`config.mk`:
```
export PLATFORM = sky130hd
export DESIGN_NAME = pt_tracker
export DESIGN_NICKNAME = d
export VERILOG_FILES = /design/src/rtl/pt_pkg.sv /design/src/rtl/pt_axis_law.sv /design/src/rtl/pt_servo_pwm.sv /design/src/rtl/pt_tracker.sv
export SDC_FILE = /design/constraint.sdc
export NUM_CORES = 1
export LEC_CHECK = 0
export BUFFER_PORTS_ARGS = -buffer_cell sky130_fd_sc_hd__buf_4
export CORE_MARGIN = 3
export CORE_UTILIZATION = 30
export DETAILED_ROUTE_END_ITERATION = 8
export HOLD_SLACK_MARGIN = 0.03
export PLACE_DENSITY = 0.5
export SYNTH_ARGS = -nofsm -noshare
export SYNTH_HDL_FRONTEND = slang
export SYNTH_SLANG_ARGS = --single-unit
```
`constraint.sdc`:
```
create_clock -name clk -period 9.2 [get_ports clk]
set_input_delay 0.46 -clock clk [delete_from_list [all_inputs] [get_ports clk]]
set_output_delay 0.46 -clock clk [all_outputs]
set_load 0.03 [all_outputs]
```
`src/rtl/pt_pkg.sv`:
```
package pt_pkg;
  localparam int ACC_W = 32;
  typedef logic signed [ACC_W-1:0] pt_acc_t;

  function automatic pt_acc_t pt_clamp(input pt_acc_t v, input pt_acc_t lo, input pt_acc_t hi);
    if (v < lo) return lo;
    if (v > hi) return hi;
    return v;
  endfunction
endpackage

```
`src/rtl/pt_axis_law.sv`:
```
module pt_axis_law
  import pt_pkg::*;
#(
  parameter int COORD_W  = 9,
  parameter int GAIN_W   = 4,
  parameter int SETPOINT = 155,
  parameter int ILIM     = 4096,
  parameter int KI_SH    = 4,
  parameter int PW_W     = 21,
  parameter int PW_MIN   = 50000,
  parameter int PW_MAX   = 150000
) (
  input  logic               clk,
  input  logic               rst_n,
  input  logic               active,
  input  logic               stb,
  input  logic [COORD_W-1:0] meas,
  input  logic [GAIN_W-1:0]  kp_sh,
  input  logic [GAIN_W-1:0]  kd_sh,
  output logic [PW_W-1:0]    cmd
);
  localparam pt_acc_t SET_S  = pt_acc_t'(SETPOINT);
  localparam pt_acc_t LIM_HI = pt_acc_t'(ILIM);
  localparam pt_acc_t LIM_LO = -pt_acc_t'(ILIM);
  localparam pt_acc_t MIN_S  = pt_acc_t'(PW_MIN);
  localparam pt_acc_t MAX_S  = pt_acc_t'(PW_MAX);
  localparam pt_acc_t MID_S  = pt_acc_t'((PW_MIN + PW_MAX) / 2);

  pt_acc_t integ_q, integ_n, prev_q, prev_n;
  logic [PW_W-1:0] cmd_q, cmd_n;
  pt_acc_t err, integ_clip, deriv, raw, cmd_clip;

  always_comb begin
    err        = SET_S - pt_acc_t'({1'b0, meas});
    integ_clip = pt_clamp(integ_q + err, LIM_LO, LIM_HI);
    deriv      = err - prev_q;
    raw        = MID_S + (err <<< kp_sh) + (integ_clip >>> KI_SH) + (deriv >>> kd_sh);
    cmd_clip   = pt_clamp(raw, MIN_S, MAX_S);
  end

  always_comb begin
    integ_n = integ_q;
    prev_n  = prev_q;
    cmd_n   = cmd_q;
    if (!active) begin
      integ_n = '0;
      prev_n  = '0;
    end else if (stb) begin
      integ_n = integ_clip;
      prev_n  = err;
      cmd_n   = cmd_clip[PW_W-1:0];
    end
  end

  always_ff @(posedge clk or negedge rst_n) begin
    if (!rst_n) begin
      integ_q <= '0;
      prev_q  <= '0;
      cmd_q   <= PW_W'((PW_MIN + PW_MAX) / 2);
    end else begin
      integ_q <= integ_n;
      prev_q  <= prev_n;
      cmd_q   <= cmd_n;
    end
  end

  assign cmd = cmd_q;

  a_r6_cmd_in_range: assert property (@(posedge clk) disable iff (!rst_n)
    (cmd_q >= PW_W'(PW_MIN)) && (cmd_q <= PW_W'(PW_MAX)));
  a_r5_integ_bounded: assert property (@(posedge clk) disable iff (!rst_n)
    (integ_q >= LIM_LO) && (integ_q <= LIM_HI));
  a_r7_hold_without_update: assert property (@(posedge clk) disable iff (!rst_n)
    !(active && stb) |=> $stable(cmd_q));
  a_r8_idle_clears_state: assert property (@(posedge clk) disable iff (!rst_n)
    !active |=> (integ_q == '0) && (prev_q == '0));
endmodule

```
`src/rtl/pt_servo_pwm.sv`:
```
module pt_servo_pwm #(
  parameter int PERIOD = 2000000,
  parameter int PW_W   = 21,
  parameter int RST_W  = 100000
) (
  input  logic            clk,
  input  logic            rst_n,
  input  logic [PW_W-1:0] cmd,
  output logic            pwm
);
  localparam int CNT_W = $clog2(PERIOD);

  logic [CNT_W-1:0] cnt_q, cnt_n;
  logic [PW_W-1:0]  width_q, width_n;
  logic             last;

  always_comb begin
    last    = (cnt_q == CNT_W'(PERIOD - 1));
    cnt_n   = last ? '0 : cnt_q + 1'b1;
    width_n = last ? cmd : width_q;
  end

  always_ff @(posedge clk or negedge rst_n) begin
    if (!rst_n) begin
      cnt_q   <= '0;
      width_q <= PW_W'(RST_W);
    end else begin
      cnt_q   <= cnt_n;
      width_q <= width_n;
    end
  end

  assign pwm = (PW_W'(cnt_q) < width_q);

  a_r9_width_only_at_boundary: assert property (@(posedge clk) disable iff (!rst_n)
    (cnt_q != CNT_W'(PERIOD - 1)) |=> $stable(width_q));
  a_r9_pulse_high_at_start: assert property (@(posedge clk) disable iff (!rst_n)
    ((cnt_q == '0) && (width_q != '0)) |-> pwm);
endmodule

```
`src/rtl/pt_tracker.sv`:
```
module pt_tracker #(
  parameter int COORD_W = 9,
  parameter int CNT_W   = 8,
  parameter int GAIN_W  = 4,
  parameter int SET_X   = 155,
  parameter int SET_Y   = 120,
  parameter int ILIM    = 4096,
  parameter int KI_SH   = 4,
  parameter int PW_MIN  = 50000,
  parameter int PW_MAX  = 150000,
  parameter int PERIOD  = 2000000,
  localparam int PW_W   = $clog2(PERIOD + 1)
) (
  input  logic               clk,
  input  logic               rst_n,
  input  logic [COORD_W-1:0] cen_x,
  input  logic [COORD_W-1:0] cen_y,
  input  logic [CNT_W-1:0]   comp_cnt,
  input  logic               frame_stb,
  input  logic               track_mode,
  input  logic               servo_en,
  input  logic [GAIN_W-1:0]  pan_kp_sh,
  input  logic [GAIN_W-1:0]  pan_kd_sh,
  input  logic [GAIN_W-1:0]  tilt_kp_sh,
  input  logic [GAIN_W-1:0]  tilt_kd_sh,
  output logic [PW_W-1:0]    pan_cmd,
  output logic [PW_W-1:0]    tilt_cmd,
  output logic               pan_pwm,
  output logic               tilt_pwm
);
  localparam int N_AX = 2;

  logic [1:0] rst_sync_q;
  logic       rst_n_s;

  always_ff @(posedge clk or negedge rst_n) begin
    if (!rst_n) rst_sync_q <= '0;
    else        rst_sync_q <= {rst_sync_q[0], 1'b1};
  end
  assign rst_n_s = rst_sync_q[1];

  logic active;
  assign active = (comp_cnt != '0) && track_mode && servo_en;

  logic [COORD_W-1:0] meas_a [N_AX];
  logic [GAIN_W-1:0]  kp_a   [N_AX];
  logic [GAIN_W-1:0]  kd_a   [N_AX];
  logic [PW_W-1:0]    cmd_a  [N_AX];
  logic               pwm_a  [N_AX];

  assign meas_a[0] = cen_x;
  assign meas_a[1] = cen_y;
  assign kp_a[0]   = pan_kp_sh;
  assign kp_a[1]   = tilt_kp_sh;
  assign kd_a[0]   = pan_kd_sh;
  assign kd_a[1]   = tilt_kd_sh;

  for (genvar g = 0; g < N_AX; g++) begin : g_axis
    pt_axis_law #(
      .COORD_W (COORD_W),
      .GAIN_W  (GAIN_W),
      .SETPOINT((g == 0) ? SET_X : SET_Y),
      .ILIM    (ILIM),
      .KI_SH   (KI_SH),
      .PW_W    (PW_W),
      .PW_MIN  (PW_MIN),
      .PW_MAX  (PW_MAX)
    ) law_i (
      .clk   (clk),
      .rst_n (rst_n_s),
      .active(active),
      .stb   (frame_stb),
      .meas  (meas_a[g]),
      .kp_sh (kp_a[g]),
      .kd_sh (kd_a[g]),
      .cmd   (cmd_a[g])
    );

    pt_servo_pwm #(
      .PERIOD(PERIOD),
      .PW_W  (PW_W),
      .RST_W ((PW_MIN + PW_MAX) / 2)
    ) pwm_i (
      .clk  (clk),
      .rst_n(rst_n_s),
      .cmd  (cmd_a[g]),
      .pwm  (pwm_a[g])
    );
  end

  assign pan_cmd  = cmd_a[0];
  assign tilt_cmd = cmd_a[1];
  assign pan_pwm  = pwm_a[0];
  assign tilt_pwm = pwm_a[1];
endmodule

```
# Word level (Yosys, flattened, before mapping)
# Index checks and enable logic that the tools add are counted.
[totals]
register_bits = 256
input_bits = 47
[op_classes]
add_sub_neg = 14
magnitude_cmp = 10
n_eq_ne = 3
shift = 4
n_mux = 38
n_reduce_logical = 4
[op_table]
columns = ["cell", "n"]
rows = [
  ["2-to-1 mux 32 bit", 16],
  ["2-to-1 mux 21 bit", 10],
  ["adder 32 bit", 4],
  ["adder 18 x 32 -> 32 bit (first input constant)", 2],
  ["adder 32 x 28 -> 32 bit", 2],
  ["> comparator 32 x 14 -> 1 bit (second input constant)", 2],
  ["> comparator 32 x 19 -> 1 bit (second input constant)", 2],
  ["less-than comparator 32 x 13 -> 1 bit (second input constant)", 2],
  ["less-than comparator 32 x 17 -> 1 bit (second input constant)", 2],
  ["<<< shifter 32 x 4 -> 32 bit", 2],
  [">>> shifter 32 x 4 -> 32 bit", 2],
  ["subtractor 32 bit", 2],
  ["adder 21 x 1 -> 21 bit (second input constant)", 2],
  ["equality test 21 bit (second input constant)", 2],
  ["less-than comparator 21 bit", 2],
  ["2-to-1 mux 1 bit", 12],
  ["subtractor 7 x 9 -> 10 bit (first input constant)", 1],
  ["subtractor 8 x 9 -> 10 bit (first input constant)", 1],
  ["nonzero test 8 bit", 1],
  ["logical AND 1 bit", 2],
  ["inequality test 2 bit (second input constant)", 1],
  ["AND reduction 2 bit", 1],
]

# Longest topological paths before layout
# Gate-level depths: netlist of the first run.
[logic_depth]
depth_word = 14
mapped_depth = 37

# Hierarchy
# Synthesis of the first run repeated with hierarchy kept, for this count alone.
[unflattened]
hier_cells = 3115
area_unflattened_um2 = 25396.9
[by_module_without_submodules]
columns = ["module", "instances", "cells_each", "area_each_um2", "seq_area_each_um2"]
rows = [
  ["pt_axis_law (g_axis[1].law_i)", 1, 1332, 10343.7, 1584.0],
  ["pt_axis_law (g_axis[0].law_i)", 1, 1354, 10323.7, 1584.0],
  ["pt_servo_pwm", 2, 211, 2327.2, 1058.5],
  ["pt_tracker", 1, 7, 75.1, 50.0],
]

# Worst setup path before layout of the first run
# No wires, ideal clock.
[synth_timing]
kind = "input to register"
from = "input cen_y[3]"
to = "register g_axis[1].law_i.cmd_q[8]"
arrival_time_ns = 9.417
required_time_ns = 9.079
setup_slack_ns = -0.338
stages = 35
path_buffers = 4
path_cell_list = "nand4_1 -> nor2_1 -> nor3_1 -> inv_2 -> buf_1 -> ha_1 -> buf_2 -> nand4_1 -> nor2_1 -> a2111oi_2 -> o311ai_1 -> a2bb2oi_4 -> xnor3_1 -> or4b_1 -> nor3_2 -> a21oi_2 -> buf_6 -> nand2b_1 -> fa_1 -> inv_1 -> ha_1 -> ha_1 -> inv_1 -> fa_1 -> nor2b_1 -> o31a_1 -> o31ai_2 -> o21ai_2 -> o2bb2ai_1 -> a311o_1 -> a2111oi_2 -> nand2_2 -> or4b_4 -> buf_6 -> o22a_1"
[synth_between]
elab_chain_cells = 14
elab_cells_between_ends = 24
classes_between = "add/sub: 6; order compare: 4; shift: 2; mux: 12"
[synth_rtl]
columns = ["element", "line_no", "source"]
rows = [
  ["start: declaration", "pt_tracker.sv:17", "input logic [COORD_W-1:0] cen_y,"],
  ["subtractor 7 x 9 -> 10 bit *", "pt_axis_law.sv:34", "err = SET_S - pt_acc_t'({1'b0, meas});"],
  ["adder 32 bit", "pt_axis_law.sv:35", "integ_clip = pt_clamp(integ_q + err, LIM_LO, LIM_HI);"],
  ["> comparator 32 x 14 -> 1 bit", "pt_pkg.sv:7", "if (v > hi) return hi;"],
  ["2-to-1 mux 1 bit (2 in series)", "pt_pkg.sv:7", ""],
  ["2-to-1 mux 32 bit", "pt_pkg.sv:8", "return v;"],
  ["2-to-1 mux 32 bit", "pt_pkg.sv:7", ""],
  ["adder 32 x 28 -> 32 bit", "pt_axis_law.sv:37", "raw = MID_S + (err <<< kp_sh) + (integ_clip >>> KI_SH) + (deriv >>> kd_sh);"],
  ["adder 32 bit *", "pt_axis_law.sv:37", ""],
  ["> comparator 32 x 19 -> 1 bit", "pt_pkg.sv:7", ""],
  ["2-to-1 mux 1 bit (2 in series)", "pt_pkg.sv:7", ""],
  ["2-to-1 mux 21 bit", "pt_pkg.sv:8", ""],
  ["2-to-1 mux 21 bit *", "pt_pkg.sv:7", ""],
  ["end signal: assignment", "pt_axis_law.sv:59", "cmd_q <= PW_W'((PW_MIN + PW_MAX) / 2);"],
  ["end signal: assignment", "pt_axis_law.sv:63", "cmd_q <= cmd_n;"],
  ["end: declaration", "pt_axis_law.sv:30", "logic [PW_W-1:0] cmd_q, cmd_n;"],
]
# Every way passes the cells marked *; elsewhere a longest branch is shown, timed or not. The select of a mux whose other input is x is not followed.
# A chain may end at the register's enable or synchronous reset.

# Worst setup path in the final report of the first run
[layout_timing]
from = "input cen_y[0]"
to = "register g_axis[1].law_i.cmd_q[14]"
# The elaborated chain is that of the path after synthesis.

==> flow_summary.html, run 1 <==
<table>
<tr><th>Metric</th><th>Value</th></tr>
<tr><th colspan="2">Run status</th></tr>
<tr><td>Run status</td><td>finished clean</td></tr>
<tr><th colspan="2">Logic synthesis</th></tr>
<tr><td>Flop and latch count out of synthesis</td><td>212</td></tr>
<tr><td>Average cell area after synthesis</td><td>8.20 µm²</td></tr>
<tr><td>Ys flop type</td><td>sky130_fd_sc_hd__dfrtp_1</td></tr>
<tr><td>Sequential fraction of the synthesis area</td><td>0.208</td></tr>
<tr><td>Async set-reset flop share out of synthesis</td><td>1.00</td></tr>
<tr><td>Synthesized net count</td><td>3500</td></tr>
<tr><td>Synth unique cells</td><td>116</td></tr>
<tr><td>Cell area after synthesis</td><td>25600 µm²</td></tr>
<tr><td>Yosys synthesis warning count</td><td>0</td></tr>
<tr><td>Post-synth EDFFs</td><td>0</td></tr>
<tr><td>Post-synthesis cell count</td><td>3127</td></tr>
<tr><th colspan="2">Timing</th></tr>
<tr><td>Relative slew margins</td><td>0.405</td></tr>
<tr><td>Fmax</td><td>118 MHz</td></tr>
<tr><td>Final hold violations</td><td>0</td></tr>
<tr><td>Worst hold margin</td><td>0.208 ns</td></tr>
<tr><td>Max-slew violation total from the final report</td><td>0</td></tr>
<tr><td>Clock Skews</td><td>0.0255 ns</td></tr>
<tr><td>Least-Margin Pin Slew</td><td>0.893 ns</td></tr>
<tr><td>TNS Setup</td><td>0 ns</td></tr>
<tr><td>Shortest period the worst path allows</td><td>8.46 ns</td></tr>
<tr><td>RSZ-0062 raised after global routing</td><td>no</td></tr>
<tr><td>Portion of the clock cycle consumed by the worst path in the final layout</td><td>0.919</td></tr>
<tr><td>Setup violation total in the final timing report</td><td>0</td></tr>
<tr><th colspan="2">Clock network</th></tr>
<tr><td>CTS tree</td><td>yes</td></tr>
<tr><td>Clock slew at reported path FFs</td><td>0.06 ns</td></tr>
<tr><td>Clock H-tree levels</td><td>1</td></tr>
<tr><td>Root Driver</td><td>sky130_fd_sc_hd__clkbuf_16</td></tr>
<tr><td>Setup fix buffers added after clock tree synthesis</td><td>0</td></tr>
<tr><td>Total clock buffers created by CTS</td><td>28</td></tr>
<tr><td>Number of clock sinks seen by CTS</td><td>212</td></tr>
<tr><td>Clock latency on the worst-skew pair</td><td>0.58 ns</td></tr>
<tr><td>Resized cells post-CTS</td><td>0</td></tr>
<tr><td>Clock buffer depth</td><td>3</td></tr>
<tr><td>Hold bufs inserted after CTS</td><td>1</td></tr>
<tr><th colspan="2">GRT</th></tr>
<tr><td>Maximum number of pins on one net before global-route repair</td><td>63</td></tr>
<tr><td>Wire length of the first global-routing pass</td><td>124000 µm</td></tr>
<tr><td>Antenna violations before repair</td><td>1</td></tr>
<tr><td>GR Overflow Total</td><td>0</td></tr>
<tr><td>Via count of the first global-routing pass</td><td>22359</td></tr>
<tr><td>Overall Global Routing Usage</td><td>0.168</td></tr>
<tr><th colspan="2">Critical path</th></tr>
<tr><td>Largest stage delay on the critical path</td><td>0.61 ns</td></tr>
<tr><td>Type of the worst setup path</td><td>in -&gt; reg</td></tr>
<tr><td>Top cell by count, worst path</td><td>sky130_fd_sc_hd__ha_1</td></tr>
<tr><td>Type of element launching the critical path</td><td>input pin</td></tr>
<tr><td>Slowest stage cell, crit path</td><td>sky130_fd_sc_hd__or4b_4</td></tr>
<tr><td>Data required, critical path</td><td>9.66 ns</td></tr>
<tr><td>Arrival time of the worst setup path</td><td>8.92 ns</td></tr>
<tr><td>CP Capture Type</td><td>register</td></tr>
<tr><td>Highest fanout seen on the critical path</td><td>11</td></tr>
<tr><th colspan="2">Placement</th></tr>
<tr><td>Standard cell area after detailed placement</td><td>27700 µm²</td></tr>
<tr><td>Post-detailed-placement half-perimeter wirelength</td><td>59400 µm</td></tr>
<tr><td>Gp weighted congestion</td><td>0.862</td></tr>
<tr><td>Port-buffer cells</td><td>90</td></tr>
<tr><th colspan="2">Die</th></tr>
<tr><td>Die Wd</td><td>298 µm</td></tr>
<tr><td>Starting density of the core</td><td>0.305</td></tr>
<tr><td>Row count</td><td>106</td></tr>
<tr><td>Die height</td><td>298 µm</td></tr>
<tr><td>Die Footprint</td><td>89000 µm²</td></tr>
<tr><td>Core region area</td><td>84200 µm²</td></tr>
<tr><td>Number of placed I/O pins</td><td>91</td></tr>
<tr><th colspan="2">Route</th></tr>
<tr><td>First-pass iteration count of the detailed router</td><td>5</td></tr>
<tr><td>Antenna-violating nets left</td><td>0</td></tr>
<tr><td>Routed via count</td><td>22965</td></tr>
<tr><td>Routed via count divided by cell count</td><td>5.30</td></tr>
<tr><td>Remaining DRCs</td><td>0</td></tr>
<tr><td>Average routed wire per standard cell</td><td>17.5 µm</td></tr>
<tr><td>Overall routed net length</td><td>76100 µm</td></tr>
<tr><td>Initial DRC Count</td><td>1410</td></tr>
<tr><th colspan="2">Power</th></tr>
<tr><td>Maximum resistive drop on vdd</td><td>194 µV</td></tr>
<tr><td>Total leakage power</td><td>13.5 nW</td></tr>
<tr><td>Combinational cell fraction of total power</td><td>0.695</td></tr>
<tr><td>Sequential share of power</td><td>0.145</td></tr>
<tr><td>Internal power component</td><td>3.66 mW</td></tr>
<tr><td>Switching power as a share of total power</td><td>0.492</td></tr>
<tr><td>Pwr/cell area</td><td>251 nW/µm²</td></tr>
<tr><td>Switching power of the nets</td><td>3.55 mW</td></tr>
<tr><td>Share of total power in the clock network</td><td>0.160</td></tr>
<tr><th colspan="2">Final layout</th></tr>
<tr><td>Post-synthesis to final-layout area growth</td><td>11.9%</td></tr>
<tr><td>Number of inserted filler cells in the final layout</td><td>8915</td></tr>
<tr><td>Area of combinational cells with multiple inputs</td><td>19000 µm²</td></tr>
<tr><td>Area taken by flip-flops and latches</td><td>5340 µm²</td></tr>
<tr><td>Antenna fix cells</td><td>0</td></tr>
<tr><td>Final-stage net count</td><td>3551</td></tr>
<tr><td>Fin area</td><td>28700 µm²</td></tr>
<tr><td>Fraction of layout cells with a size suffix above 1</td><td>0.111</td></tr>
<tr><th colspan="2">Flow run</th></tr>
<tr><td>Max-Cap Viols</td><td>0</td></tr>
<tr><th colspan="2">Hold path</th></tr>
<tr><td>Worst min-delay path class</td><td>in -&gt; async</td></tr>
</table>
-- power by group through the flow --
stage	Clock (mW)	Sequential, mW	Combinational, mW
floorplan	0	1.09	3.71
global placement	0	1.07	4.99
detailed placement	0	1.07	4.97
CTS	1.20	1.05	5.01
global route	1.23	1.05	5.62
finish	1.15	1.05	5.01
-- logic make-up after synthesis --
family,count (synthesis),share of synthesized area
AND/OR/NAND/NOR,996,0.185
AO/OA/AOI/OAI,948,0.249
multiplexers,132,0.0574
other,1,0.000146
flip-flops,212,0.208
buffers and inverters,351,0.0532
adder cells (fa/ha/maj),326,0.183
XOR/XNOR,161,0.0648
-- per-layer routing --
layer / track usage / routed length [µm] / up-vias
li1: - / - / 11440
met1: 0.241 / 37100 / 10990
met2: 0.272 / 34200 / 448
met3: 0.0191 / 3290 / 87
met4: 0.0324 / 1400 / 0
met5: 0 / 0 / -
-- sequential cells by signal, summed over array words and instances (netlist names) --
name / flops
g_axis.law_i.cmd: 42
g_axis.law_i.integ_q: 64
g_axis.law_i.prev_q: 20
g_axis.pwm_i.cnt_q: 42
g_axis.pwm_i.width_q: 42
rst_sync_q: 2
-- cell usage in the layout (no fill, tap or decap), types with 15 or more instances in the layout --
cell	count
sky130_fd_sc_hd__xnor2_1	83
sky130_fd_sc_hd__dfrtp_1	187
sky130_fd_sc_hd__nor4_1	17
sky130_fd_sc_hd__mux2_2	31
sky130_fd_sc_hd__nand2b_1	34
sky130_fd_sc_hd__o21bai_1	15
sky130_fd_sc_hd__a211oi_1	48
sky130_fd_sc_hd__o211ai_1	25
sky130_fd_sc_hd__fa_1	82
sky130_fd_sc_hd__or2_2	15
sky130_fd_sc_hd__ha_1	244
sky130_fd_sc_hd__dfstp_2	24
sky130_fd_sc_hd__o2111ai_1	15
sky130_fd_sc_hd__a31oi_1	21
sky130_fd_sc_hd__nor2b_1	33
sky130_fd_sc_hd__o21a_1	32
sky130_fd_sc_hd__o21ai_0	244
sky130_fd_sc_hd__a211o_1	15
sky130_fd_sc_hd__nand2_1	331
sky130_fd_sc_hd__clkbuf_16	29
sky130_fd_sc_hd__xnor3_1	17
sky130_fd_sc_hd__o31ai_1	22
sky130_fd_sc_hd__xor2_1	60
sky130_fd_sc_hd__nor3_1	60
sky130_fd_sc_hd__buf_4	161
sky130_fd_sc_hd__mux2i_1	92
sky130_fd_sc_hd__inv_1	202
sky130_fd_sc_hd__a21oi_1	223
sky130_fd_sc_hd__nor2_1	269
sky130_fd_sc_hd__and2_1	18
sky130_fd_sc_hd__nand4_1	33
sky130_fd_sc_hd__nand3_1	71
sky130_fd_sc_hd__a21o_1	95
sky130_fd_sc_hd__and3_1	26
-- layout make-up --
type / count / area share
multi-input cells: 2564 / 0.661
flip-flops and latches: 212 / 0.186
well taps: 1134 / 0.0494
repair buffers: 163 / 0.0431
clock buffers: 41 / 0.0289
inverters: 209 / 0.0273
clock inverters: 11 / 0.00418
-- worst max-delay path: cells and delay by family --
kind	cells	cell delay (ns)
AOI/OAI and AO/OA	14	3.57
buffers and inverters	3	0.26
adders and majority gates	7	2.56
muxes	2	0.35
and+or+nand+nor	8	1.69
-- Yosys cell counts, drive strengths merged, types with 11 or more instances --
cell,number,area share
and4,12,0.0041
a21o,95,0.028
inv,206,0.030
or4,11,0.0034
o21bai,15,0.0044
nor3,61,0.012
o41ai,11,0.0049
xnor3,17,0.015
nand4,33,0.0080
ha,244,0.12
o21a,32,0.0094
and2,19,0.0047
dfstp,24,0.025
o2111ai,15,0.0051
fa,82,0.064
or2,16,0.0039
o21ai,252,0.049
xor2,60,0.020
or3,13,0.0034
nand2,332,0.049
nor2,272,0.040
nand2b,35,0.0088
a211o,16,0.0055
a211oi,49,0.015
nand3,71,0.014
nor4,20,0.0057
a31oi,23,0.0068
xnor2,84,0.029
clkbuf,121,0.018
nor2b,34,0.0083
mux2i,92,0.036
o211ai,26,0.0078
mux2,31,0.014
a21boi,11,0.0032
a21oi,232,0.047
dfrtp,188,0.18
a22oi,12,0.0037
o31ai,33,0.012
buf,21,0.0049
and3,26,0.0063
-- through the flow --
stage / utilization / setup WS [ns] / total power, mW / std cells
after floorplan: - / 0.320 / 4.81 / 3127
after global placement: 0.329 / 0.320 / 6.05 / 4281
after detailed placement: 0.329 / 0.240 / 6.04 / 4281
after CTS: 0.341 / 0.848 / 7.26 / 4334
after global routing: 0.341 / 0.0372 / 7.91 / 4334
final: 0.341 / 0.745 / 7.20 / 4334
-- worst paths after layout --
path                                                        from                                 endpoint  slack [ns]  depth (start not counted)
setup / recovery                                        cen_y[0]      g_axis[1].law_i.cmd[14]$_DFFE_PN0P_        0.74                         34
hold / removal                                             rst_n                  rst_sync_q[0]$_DFF_PN0_        0.21                          2
setup reg to reg           g_axis[1].law_i.prev_q[1]$_DFFE_PN0P_      g_axis[1].law_i.cmd[14]$_DFFE_PN0P_        0.77                         32
hold reg to reg                          rst_sync_q[0]$_DFF_PN0_                  rst_sync_q[1]$_DFF_PN0_        0.35                          0
max in group asynchronous                rst_sync_q[1]$_DFF_PN0_  g_axis[0].law_i.integ_q[12]$_DFFE_PN0P_        6.73                          2
min in group clk                                        cen_y[0]    g_axis[1].law_i.prev_q[0]$_DFFE_PN0P_        0.23                          3
Note: power is estimated with default switching activity, not from simulation.
==> run 2, diff against run 1 <==
--- a/config.mk
+++ b/config.mk
@@ -11,6 +11,7 @@
 export DETAILED_ROUTE_END_ITERATION = 8
 export HOLD_SLACK_MARGIN = 0.03
 export PLACE_DENSITY = 0.5
+export REMOVE_ABC_BUFFERS = 1
 export SYNTH_ARGS = -nofsm -noshare
 export SYNTH_HDL_FRONTEND = slang
 export SYNTH_SLANG_ARGS = --single-unit
==> run 2 against run 1 <==
  * Clock skew fell by 0.0066 ns
  * Non-clock buffer count fell by 12
  * Final cell count fell by 0.30%
  * Highest routed layer is now met5
  * Routed wire length fell by 0.94%
  * Critical path depth fell by 1
  * Sequential share of layout area rose by 0.070 points
  * Core utilization fell by 0.13 points
  * Die area did not move
==> flow_summary.html, run 2 (synthesis gave the netlist of run 1 again) <==
<table>
<tr><th>Metric</th><th>Value</th></tr>
<tr><th colspan="2">Clock network</th></tr>
<tr><td>Hold bufs inserted after CTS</td><td>1 (unchanged)</td></tr>
<tr><td>CTS tree</td><td>yes</td></tr>
<tr><td>Clock H-tree levels</td><td>1 (unchanged)</td></tr>
<tr><td>Resized cells post-CTS</td><td>0 (unchanged)</td></tr>
<tr><td>Setup fix buffers added after clock tree synthesis</td><td>0 (unchanged)</td></tr>
<tr><td>Total clock buffers created by CTS</td><td>28 (unchanged)</td></tr>
<tr><td>Root Driver</td><td>sky130_fd_sc_hd__clkbuf_16</td></tr>
<tr><td>Clock slew at reported path FFs</td><td>0.06 ns (about the same)</td></tr>
<tr><td>Clock buffer depth</td><td>3 (unchanged)</td></tr>
<tr><td>Number of clock sinks seen by CTS</td><td>212 (unchanged)</td></tr>
<tr><td>Clock latency on the worst-skew pair</td><td>0.57 ns (about the same)</td></tr>
<tr><th colspan="2">Critical path</th></tr>
<tr><td>Arrival time of the worst setup path</td><td>8.93 ns (about the same)</td></tr>
<tr><td>FF-to-FF Start</td><td>g_axis[1].law_i.prev_q[1]$_DFFE_PN0P_</td></tr>
<tr><td>Type of element launching the critical path</td><td>input pin</td></tr>
<tr><td>Slowest stage cell, crit path</td><td>sky130_fd_sc_hd__or4b_4</td></tr>
<tr><td>Data required, critical path</td><td>9.64 ns (-0.02 ns)</td></tr>
<tr><td>Type of the worst setup path</td><td>in -&gt; reg</td></tr>
<tr><td>Largest stage delay on the critical path</td><td>0.60 ns (about the same)</td></tr>
<tr><td>Highest fanout seen on the critical path</td><td>16 (+5)</td></tr>
<tr><td>Worst setup slack for register-to-register paths</td><td>0.84 ns (+0.07 ns)</td></tr>
<tr><td>CP Launch Point</td><td>cen_y[0]</td></tr>
<tr><td>CP Capture Type</td><td>register</td></tr>
<tr><th colspan="2">Final layout</th></tr>
<tr><td>Core utilization of the finished layout</td><td>0.340 (-0.00128)</td></tr>
<tr><td>Fraction of layout cells with a size suffix above 1</td><td>0.106 (-0.00520)</td></tr>
<tr><td>Flip-flop count of the largest register after layout</td><td>64 (unchanged)</td></tr>
<tr><td>Final Instance Count excl. Fillers</td><td>4321 (-0.30%)</td></tr>
<tr><td>Post-synthesis to final-layout area growth</td><td>11.5%</td></tr>
<tr><td>Antenna fix cells</td><td>0 (unchanged)</td></tr>
<tr><td>Commonest non-fill, non-tap cells in the layout</td><td>sky130_fd_sc_hd__nand2_1 (331), sky130_fd_sc_hd__nor2_1 (269), sky130_fd_sc_hd__o21ai_0 (244), sky130_fd_sc_hd__ha_1 (244), sky130_fd_sc_hd__a21oi_1 (223)</td></tr>
<tr><td>Final-stage net count</td><td>3539 (-0.34%)</td></tr>
<tr><td>Fin area</td><td>28600 µm² (-0.37%)</td></tr>
<tr><td>Leading cell type in the layout, fill and taps excluded</td><td>sky130_fd_sc_hd__nand2_1</td></tr>
<tr><td>Register with the highest flop count</td><td>g_axis.law_i.integ_q</td></tr>
<tr><td>Number of inserted filler cells in the final layout</td><td>8960 (+0.50%)</td></tr>
<tr><th colspan="2">Die</th></tr>
<tr><td>Core region area</td><td>84200 µm² (unchanged)</td></tr>
<tr><td>Number of placed I/O pins</td><td>91 (unchanged)</td></tr>
<tr><td>Starting density of the core</td><td>0.305 (unchanged)</td></tr>
<tr><td>Die Wd</td><td>298 µm (unchanged)</td></tr>
<tr><td>Die height</td><td>298 µm (unchanged)</td></tr>
<tr><td>Row count</td><td>106 (unchanged)</td></tr>
<tr><td>Die Footprint</td><td>89000 µm² (unchanged)</td></tr>
<tr><th colspan="2">Timing</th></tr>
<tr><td>Clock Skews</td><td>0.0189 ns (-0.00664 ns)</td></tr>
<tr><td>Shortest period the worst path allows</td><td>8.49 ns (+0.0349 ns)</td></tr>
<tr><td>Max-slew violation total from the final report</td><td>0 (unchanged)</td></tr>
<tr><td>Setup violation total in the final timing report</td><td>0 (unchanged)</td></tr>
<tr><td>Portion of the clock cycle consumed by the worst path in the final layout</td><td>0.923 (+0.00379)</td></tr>
<tr><td>Fmax</td><td>118 MHz (-0.41%)</td></tr>
<tr><td>RSZ-0062 raised after global routing</td><td>no</td></tr>
<tr><td>Final worst setup slack</td><td>0.710 ns (-0.0349 ns)</td></tr>
<tr><td>Least-Margin Pin Slew</td><td>1.02 ns (+0.129 ns)</td></tr>
<tr><td>Final hold violations</td><td>0 (unchanged)</td></tr>
<tr><td>Worst hold margin</td><td>0.198 ns (-0.00977 ns)</td></tr>
<tr><td>Relative slew margins</td><td>0.317 (-0.0872)</td></tr>
<tr><th colspan="2">Placement</th></tr>
<tr><td>Worst Setup Slack post-DPL</td><td>0.182 ns (-0.0576 ns)</td></tr>
<tr><td>Post-detailed-placement half-perimeter wirelength</td><td>59000 µm (-0.70%)</td></tr>
<tr><td>Standard cell area after detailed placement</td><td>27700 µm² (-0.32%)</td></tr>
<tr><td>Total instance count after detailed placement</td><td>4269 (-0.28%)</td></tr>
<tr><td>Gp weighted congestion</td><td>0.864 (+0.15%)</td></tr>
<tr><td>Port-buffer cells</td><td>90 (unchanged)</td></tr>
<tr><th colspan="2">Run status</th></tr>
<tr><td>Run status</td><td>finished clean</td></tr>
<tr><th colspan="2">Power</th></tr>
<tr><td>Maximum resistive drop on vdd</td><td>189 µV (-2.7%)</td></tr>
<tr><td>Sequential share of power</td><td>0.146 (about the same)</td></tr>
<tr><td>Switching power of the nets</td><td>3.54 mW (-0.26%)</td></tr>
<tr><td>Total leakage power</td><td>13.4 nW (-0.48%)</td></tr>
<tr><td>Combinational cell fraction of total power</td><td>0.700 (+0.005)</td></tr>
<tr><td>Pwr/cell area</td><td>251 nW/µm² (+0.15%)</td></tr>
<tr><td>Internal power component</td><td>3.65 mW (-0.18%)</td></tr>
<tr><td>Share of total power in the clock network</td><td>0.154 (-0.006)</td></tr>
<tr><td>Switching power as a share of total power</td><td>0.492 (about the same)</td></tr>
<tr><th colspan="2">GRT</th></tr>
<tr><td>Overall Global Routing Usage</td><td>0.165 (-0.00279)</td></tr>
<tr><td>Antenna violations before repair</td><td>2 (+1)</td></tr>
<tr><td>Maximum number of pins on one net before global-route repair</td><td>154 (+140%)</td></tr>
<tr><td>Wire length of the first global-routing pass</td><td>122000 µm (-2.1%)</td></tr>
<tr><td>GR Overflow Total</td><td>0 (unchanged)</td></tr>
<tr><td>Via count of the first global-routing pass</td><td>21466 (-4.0%)</td></tr>
<tr><th colspan="2">Route</th></tr>
<tr><td>First-pass iteration count of the detailed router</td><td>5 (unchanged)</td></tr>
<tr><td>Remaining DRCs</td><td>0 (unchanged)</td></tr>
<tr><td>Routed via count</td><td>22584 (-1.7%)</td></tr>
<tr><td>Routed via count divided by cell count</td><td>5.23 (-1.4%)</td></tr>
<tr><td>Antenna-violating nets left</td><td>0 (unchanged)</td></tr>
<tr><td>Initial DRC Count</td><td>1343 (-4.8%)</td></tr>
<tr><td>Overall routed net length</td><td>75300 µm (-0.94%)</td></tr>
<tr><td>Average routed wire per standard cell</td><td>17.4 µm (-0.64%)</td></tr>
<tr><th colspan="2">Flow run</th></tr>
<tr><td>Max-Cap Viols</td><td>0 (unchanged)</td></tr>
<tr><th colspan="2">Hold path</th></tr>
<tr><td>Worst min-delay path class</td><td>in -&gt; async</td></tr>
</table>
-- run 2: layer usage --
layer / wire [µm] / track usage / vias up / share of wire
li1: - / - / 11420 / -
met4: 1180 / 0.0272 / 4 / 0.016
met5: 24 / 0 / - / 0.00032
met1: 38000 / 0.245 / 10738 / 0.50
met3: 2520 / 0.0163 / 67 / 0.033
met2: 33600 / 0.262 / 355 / 0.45
-- run 2: critical path: cells and delay by family --
family                     cells  cell delay (ns)
AOI/OAI and AO/OA             12             3.20
adders and majority gates      5             1.64
buffers and inverters          5             0.80
muxes                          1             0.17
and+or+nand+nor               10             2.63
-- run 2: final cells by class --
type | instances | area [µm²] | share of cell area
Clock buffer | 45 | 825 | 0.0288
Clock inverter | 6 | 109 | 0.00381
Inverter | 209 | 785 | 0.0274
Tap cell | 1134 | 1420 | 0.0496
Multi-Input combinational cell | 2564 | 19000 | 0.663
Timing Repair Buffer | 151 | 1150 | 0.0402
Sequential cell | 212 | 5340 | 0.187
-- run 2: final timing paths --
check | to | cells after the start
worst max-delay path | g_axis[1].law_i.cmd[4]$_DFFE_PN0P_ | 33
worst min-delay path | rst_sync_q[1]$_DFF_PN0_ | 2
worst max register to register | g_axis[1].law_i.cmd[4]$_DFFE_PN0P_ | 31
worst min register to register | rst_sync_q[1]$_DFF_PN0_ | 0
max in group asynchronous | g_axis[0].law_i.cmd[6]$_DFFE_PN0P_ | 1
min in group clk | g_axis[1].law_i.prev_q[0]$_DFFE_PN0P_ | 3
-- run 2: power by group through the flow --
stage	sequential [mW]	combinational, mW	clock, mW
after floorplan	1.10	3.65	0
after global placement	1.07	5.01	0
after detailed placement	1.07	4.98	0
after CTS	1.05	5.01	1.15
after global routing	1.06	5.63	1.18
final	1.05	5.03	1.11
-- run 2: stage by stage --
stage | total power, mW | TNS (ns)
global route | 7.86 | 0
CTS | 7.21 | 0
floorplan | 4.75 | -27.39
finish | 7.19 | 0
global placement | 6.08 | 0
detailed placement | 6.04 | 0
